`config.mk`:
```
export PLATFORM = sky130hd
export DESIGN_NAME = pen_trigger_ctrl
export DESIGN_NICKNAME = d
export VERILOG_FILES = /design/src/rtl/pentrig_pkg.sv /design/src/rtl/pt_pen_sync.sv /design/src/rtl/pt_interval_timer.sv /design/src/rtl/pt_ctrl_fsm.sv /design/src/rtl/pen_trigger_ctrl.sv
export SDC_FILE = /design/constraint.sdc
export NUM_CORES = 1
export LEC_CHECK = 0
export ABC_AREA = 1
export BUFFER_PORTS_ARGS = -buffer_cell sky130_fd_sc_hd__buf_2
export CORE_ASPECT_RATIO = 0.6
export CORE_MARGIN = 3
export CORE_UTILIZATION = 60
export DETAILED_ROUTE_END_ITERATION = 8
export PLACE_DENSITY = 0.73
export SYNTH_ARGS = -nofsm -noshare
export SYNTH_HDL_FRONTEND = slang
export SYNTH_SLANG_ARGS = --single-unit
```
`constraint.sdc`:
```
create_clock -name clk -period 4.45 [get_ports clk]
set_clock_uncertainty 0.05 [all_clocks]
set_input_delay 0.2225 -clock clk [delete_from_list [all_inputs] [get_ports clk]]
set_output_delay 0.2225 -clock clk [all_outputs]
set_load 0.02 [all_outputs]
```
`src/rtl/pentrig_pkg.sv`:
```
package pentrig_pkg;

    typedef enum logic [2:0] {
        ST_OFF,
        ST_IDLE,
        ST_POLL,
        ST_POLL_UNMASK,
        ST_ARM
    } trig_state_e;

    // Command from the controller to the interval timer
    typedef struct packed {
        logic cancel;     // stop the timer
        logic load_full;  // reload a whole interval
        logic load_scan;  // reload interval minus measured scan time
        logic mark;       // a scan starts: restart the duration count
    } tmr_cmd_t;

    function automatic int unsigned cnt_width(input int unsigned max_val);
        return (max_val < 2) ? 1 : $clog2(max_val + 1);
    endfunction

endpackage

```
`src/rtl/pt_pen_sync.sv`:
```
module pt_pen_sync #(
    parameter int STAGES = 2
) (
    input  logic clk,
    input  logic rst,
    input  logic d,
    output logic q
);
    logic [STAGES-1:0] chain;

    genvar g;
    generate
        for (g = 0; g < STAGES; g++) begin : g_stage
            if (g == 0) begin : g_first
                always_ff @(posedge clk) begin
                    if (rst) chain[0] <= 1'b0;
                    else     chain[0] <= d;
                end
            end else begin : g_next
                always_ff @(posedge clk) begin
                    if (rst) chain[g] <= 1'b0;
                    else     chain[g] <= chain[g-1];
                end
            end
        end
    endgenerate

    assign q = chain[STAGES-1];
endmodule

```
`src/rtl/pt_interval_timer.sv`:
```
module pt_interval_timer
    import pentrig_pkg::*;
#(
    parameter int INTERVAL_CYC = 2500000
) (
    input  logic     clk,
    input  logic     rst,
    input  tmr_cmd_t cmd,
    output logic     expire
);
    localparam int CW = cnt_width(INTERVAL_CYC);
    localparam logic [CW-1:0] INT_V = CW'(INTERVAL_CYC);

    logic [CW-1:0] cnt_q;
    logic [CW-1:0] dur_q;
    logic          run_q;

    assign expire = run_q && (cnt_q == '0);

    // duration since the last scan start, held at the interval
    always_ff @(posedge clk) begin
        if (rst)              dur_q <= INT_V;
        else if (cmd.mark)    dur_q <= '0;
        else if (dur_q != INT_V) dur_q <= dur_q + 1'b1;
    end

    always_ff @(posedge clk) begin
        if (rst) begin
            run_q <= 1'b0;
            cnt_q <= '0;
        end else if (cmd.cancel) begin
            run_q <= 1'b0;
        end else if (cmd.load_full) begin
            run_q <= 1'b1;
            cnt_q <= INT_V;
        end else if (cmd.load_scan) begin
            run_q <= 1'b1;
            cnt_q <= INT_V - dur_q;
        end else if (run_q) begin
            if (cnt_q == '0) run_q <= 1'b0;
            else             cnt_q <= cnt_q - 1'b1;
        end
    end

    p_cnt_bound_r13: assert property (@(posedge clk) disable iff (rst)
        run_q |-> (cnt_q <= INT_V));

    p_cancel_stops_r3: assert property (@(posedge clk) disable iff (rst)
        cmd.cancel |=> !expire);

    p_full_reload_r7: assert property (@(posedge clk) disable iff (rst)
        (cmd.load_full && !cmd.cancel) |=> (run_q && cnt_q == INT_V));
endmodule

```
`src/rtl/pt_ctrl_fsm.sv`:
```
module pt_ctrl_fsm
    import pentrig_pkg::*;
#(
    parameter int POLL_MIN = 3,
    parameter int POLL_MAX = 6
) (
    input  logic     clk,
    input  logic     rst,
    input  logic     enable,
    input  logic     pen_level,
    input  logic     expire,
    input  logic     scan_done,
    output tmr_cmd_t tmr_cmd,
    output logic     scan_start,
    output logic     irq_mask,
    output logic     state_err
);
    localparam int PCW = cnt_width(POLL_MAX);
    localparam logic [PCW-1:0] PC_MIN = PCW'(POLL_MIN);
    localparam logic [PCW-1:0] PC_MAX = PCW'(POLL_MAX);

    trig_state_e    st_q, st_d;
    logic [PCW-1:0] pc_q, pc_d;
    logic           mask_d, start_d, err_d;
    logic           pen_evt;

    always_comb begin
        st_d    = st_q;
        pc_d    = pc_q;
        mask_d  = irq_mask;
        start_d = 1'b0;
        err_d   = 1'b0;
        tmr_cmd = '0;
        pen_evt = enable && (st_q != ST_OFF) && pen_level && !irq_mask;

        if (!enable) begin
            st_d           = ST_OFF;
            mask_d         = 1'b1;
            tmr_cmd.cancel = 1'b1;
        end else if (st_q == ST_OFF) begin
            st_d   = ST_IDLE;
            mask_d = 1'b0;
        end else if (pen_evt) begin
            st_d           = ST_ARM;
            pc_d           = '0;
            mask_d         = 1'b1;
            start_d        = 1'b1;
            tmr_cmd.cancel = 1'b1;
        end else if (expire) begin
            unique case (st_q)
                ST_ARM: begin
                    if (pc_q < PC_MAX) begin
                        pc_d              = pc_q + 1'b1;
                        tmr_cmd.load_full = 1'b1;
                        if (pc_d >= PC_MIN) begin
                            st_d   = ST_POLL_UNMASK;
                            mask_d = 1'b0;
                        end else begin
                            st_d = ST_POLL;
                        end
                    end else begin
                        st_d   = ST_IDLE;
                        mask_d = 1'b0;
                    end
                end
                ST_POLL_UNMASK: begin
                    mask_d  = 1'b1;
                    st_d    = ST_ARM;
                    start_d = 1'b1;
                end
                ST_POLL: begin
                    st_d    = ST_ARM;
                    start_d = 1'b1;
                end
                ST_IDLE: err_d = 1'b1;
                default: ;
            endcase
        end else if (scan_done) begin
            tmr_cmd.load_scan = 1'b1;
        end
        tmr_cmd.mark = start_d;
    end

    always_ff @(posedge clk) begin
        if (rst) begin
            st_q       <= ST_OFF;
            pc_q       <= '0;
            irq_mask   <= 1'b1;
            scan_start <= 1'b0;
            state_err  <= 1'b0;
        end else begin
            st_q       <= st_d;
            pc_q       <= pc_d;
            irq_mask   <= mask_d;
            scan_start <= start_d;
            state_err  <= err_d;
        end
    end

    p_start_masked_r9: assert property (@(posedge clk) disable iff (rst)
        scan_start |-> irq_mask);

    p_off_masked_r3: assert property (@(posedge clk) disable iff (rst)
        !enable |=> (irq_mask && !scan_start && !state_err));

    p_start_pulse_r4: assert property (@(posedge clk) disable iff (rst)
        scan_start |=> !scan_start);

    p_poll_cap_r7: assert property (@(posedge clk) disable iff (rst)
        pc_q <= PC_MAX);

    p_pen_restart_r10: assert property (@(posedge clk) disable iff (rst)
        pen_evt |=> (scan_start && pc_q == '0));

    p_err_idle_r11: assert property (@(posedge clk) disable iff (rst)
        state_err |-> ($past(st_q) == ST_IDLE));

    p_idle_open_r8: assert property (@(posedge clk) disable iff (rst)
        (st_q == ST_IDLE) |-> !irq_mask);
endmodule

```
`src/rtl/pen_trigger_ctrl.sv`:
```
module pen_trigger_ctrl
    import pentrig_pkg::*;
#(
    parameter int INTERVAL_CYC = 2500000,
    parameter int POLL_MIN     = 3,
    parameter int POLL_MAX     = 6,
    parameter int SYNC_STAGES  = 2
) (
    input  logic clk,
    input  logic rst,
    input  logic enable,
    input  logic pen_irq_raw,
    input  logic scan_done,
    output logic scan_start,
    output logic irq_mask,
    output logic state_err
);
    logic     pen_level;
    logic     expire;
    tmr_cmd_t tmr_cmd;

    pt_pen_sync #(.STAGES(SYNC_STAGES)) u_sync (
        .clk (clk),
        .rst (rst),
        .d   (pen_irq_raw),
        .q   (pen_level)
    );

    pt_ctrl_fsm #(.POLL_MIN(POLL_MIN), .POLL_MAX(POLL_MAX)) u_fsm (
        .clk        (clk),
        .rst        (rst),
        .enable     (enable),
        .pen_level  (pen_level),
        .expire     (expire),
        .scan_done  (scan_done),
        .tmr_cmd    (tmr_cmd),
        .scan_start (scan_start),
        .irq_mask   (irq_mask),
        .state_err  (state_err)
    );

    pt_interval_timer #(.INTERVAL_CYC(INTERVAL_CYC)) u_timer (
        .clk    (clk),
        .rst    (rst),
        .cmd    (tmr_cmd),
        .expire (expire)
    );

    p_reset_state_r1: assert property (@(posedge clk)
        rst |=> (irq_mask && !scan_start && !state_err));
endmodule

```
==> metrics.txt <==
CP Launch Type=flop; Crit-path slowest cell=nand2_2; placed insts=slightly above 700; global-route wire length before repair=around 18 mm; vias in the first global route=around 3700; initial antenna violation count=0; Clk pin slew, worst setup/hold paths=roughly 0.11 ns; highest clock rate=around 430 MHz; CTS Buffer Depth=2; total power=between 1 and 1.5 mW; post-layout minimum cycle time=between 2 and 2.5 ns; CP Class=reg2reg; CP cell instances=inv_1, ha_1, nand3_1, nor2_2, nand3_4, nand2_4, nand2_2, inv_2, nand2_4, nand2_2, nand2_1, nand2_1, nor2_1; WL met3=1.316 mm; Skew-Pair Late Insertion Delay=approximately 0.33 ns; Final Hold Viols=0; RSZ-0062 raised after global routing=false; DRT antenna net count=0; clock tree sinks=between 50 and 60; Most used DFF post-synth=dfxtp_1; Initial DRT Pass Iterations=5; Tot GR Track Use=29.29%; wire per inst=between 15 and 20 um; WP data arrival=2.49 ns; status=complete, no violations; syn_nets=between 600 and 700; Pleak=roughly 2 nW; pins over their slew limit=0; Post-CTS Resized=0; Ports=8; post-synthesis cell type count=41; die height=69.55 um; Post CTS Setup Buffer Count=0; Commonest cells post-synth=nand2_1, nor2_1, nand3_1, inv_1, dfxtp_1; gr ovfl total=0; WL met1=5.575 mm; Seq/Total Area, Yosys=27.76%; period utilization=around 52%; Root Buffer=clkbuf_8; Worst Tran Pin Value=~0.74 ns; Crit Path Max Fanout=22; Die Width=~110 um; Mapped Cells=642; critical path's largest stage delay=between 0.4 and 0.5 ns; HP Class=in2reg; DR vias=between 4000 and 5000; number of synthesized flops with an enable pin=0; count leader, synth=nand2_1; CTS H-Tree Depth=2; Die Footprint=between 7000 and 8000 sq um; Vias/cell=approximately 5.8; Initial DRC Count=504; Initial Util=~64%; Final Setup Violations=0; DP HPWL=about 8.6 mm; P&R area growth vs syn=4.802%; CTS tree=built; Final #Nets=between 600 and 700; Syn Area/Cell=approximately 6.3 sq um; ratio of cells with drive above 1 in the final layout=11.47%; asr flop ratio synth=0%; global placer's final weighted congestion=around 0.98; port bufs=7; Post-Synthesis Cell Area=about 4000 sq um; num rows=22; core area=about 6300 sq um; routed wire length=between 10 and 15 mm; fraction of synthesized cell area taken by the top area cell type=between 20 and 30%; TritonCTS Buffers=5; Required @ worst endpoint=approximately 4.6 ns; routed wl met2=roughly 4.3 mm; register bit total from synthesis=56; top layer in use=met4; Synthesis Warnings=0; largest cells by area after synthesis=dfxtp_1, nand2_1, nand3_1; Max Cap Viol=0; DRC=0; CTS Hold Buffers Added=0; area leader, netlist=dfxtp_1; max_slew headroom=between 50% and 60%; fin cells=729; Critical Path Sink Type=flop; Final TNS setup=0 ns; largest net degree at the start of global routing=30; power per cell area=roughly 290 nW/um^2; Worst VDD drop=around 280 uV; # diodes=0
-- cells in the final DEF, fill, tap and decap left out, drive strengths merged --
master,instances
a211oi,1
a21oi,34
a31oi,3
buf,8
bufinv,1
clkbuf,7
dfxtp,56
ha,6
inv,69
nand2,174
nand3,77
nand3b,2
nand4,12
nor2,103
nor3,15
nor3b,2
nor4,2
o2111ai,1
o21a,3
o21ai,40
o21bai,1
o22ai,1
o31ai,3
or2,3
xnor2,1
xor2,20
-- area by class of cell --
type                    instances  area, sq um
inverters                      69        261.5
well taps                      84        105.1
clock buffers                   7        96.34
multi-input cells             504         2576
fillers                       604         2071
repair buffers                  8        42.54
clock inverters                 1        30.03
flip-flops and latches         56         1121
-- flip-flops by register name (all words and copies together), names as in the netlist --
name and cells:
u_fsm.irq_mask 1, u_timer.dur_q 22, u_fsm.scan_start 1, u_fsm.st_q 3
u_fsm.state_err 1, u_fsm.pc_q 3, u_sync.chain 1, u_sync.q 1
u_timer.cnt_q 22, u_timer.run_q 1
-- metal layers --
layer,vias up,global-route usage [%]
met5,-,0
met4,0,6.208
met3,14,7.672
met2,209,38.05
met1,1935,46.91
li1,2094,-
-- critical path, delay by kind of cell (launching register included) --
kind | cells | cell delay (ns)
flops | 1 | 0.34
simple gates | 10 | 1.39
buf+inv | 2 | 0.21
fa+ha+maj | 1 | 0.23
-- power breakdown --
| group | switching (mW) | total, mW | internal, mW |
|---|---|---|---|
| logic | 0.213 | 0.319 | 0.106 |
| clock network | 0.179 | 0.378 | 0.199 |
| registers | 0.0148 | 0.527 | 0.512 |
-- metrics by stage --
step | area [sq um] | util, % | setup slack (ns) | hold WS [ns]
after floorplan | 4039 | - | 2.740 | 0.2518
after global placement | 4106 | 65.14 | 2.246 | 0.3556
after detailed placement | 4106 | 65.14 | 2.168 | 0.3584
after CTS | 4233 | 67.15 | 2.161 | 0.03134
after global routing | 4233 | 67.15 | 1.894 | 0.05483
final | 4233 | 67.15 | 2.137 | 0.04032
-- cells by family (layout without fill, tap and decap cells) --
logic type	after synthesis	after routing	synth area share (%)
buffers and inverters	82	85	8.457
flip-flops	56	56	27.76
AND/OR/NAND/NOR	390	390	44.86
adder cells (fa/ha/maj)	6	6	1.859
XOR/XNOR	21	21	4.554
AO/OA/AOI/OAI	87	87	12.52
-- path summary, 6_finish.rpt --
path                    startpoint               end  slack, ns  cells past startpoint
setup / recovery  u_timer.cnt_q[0]  u_timer.cnt_q[7]       2.14                     13
hold / removal         pen_irq_raw   u_sync.chain[0]       0.04                      3
setup reg to reg  u_timer.cnt_q[0]  u_timer.cnt_q[7]       2.14                     13
hold reg to reg    u_sync.chain[0]          u_sync.q       0.37                      2
No activity file was read; power rests on OpenSTA's default activity.
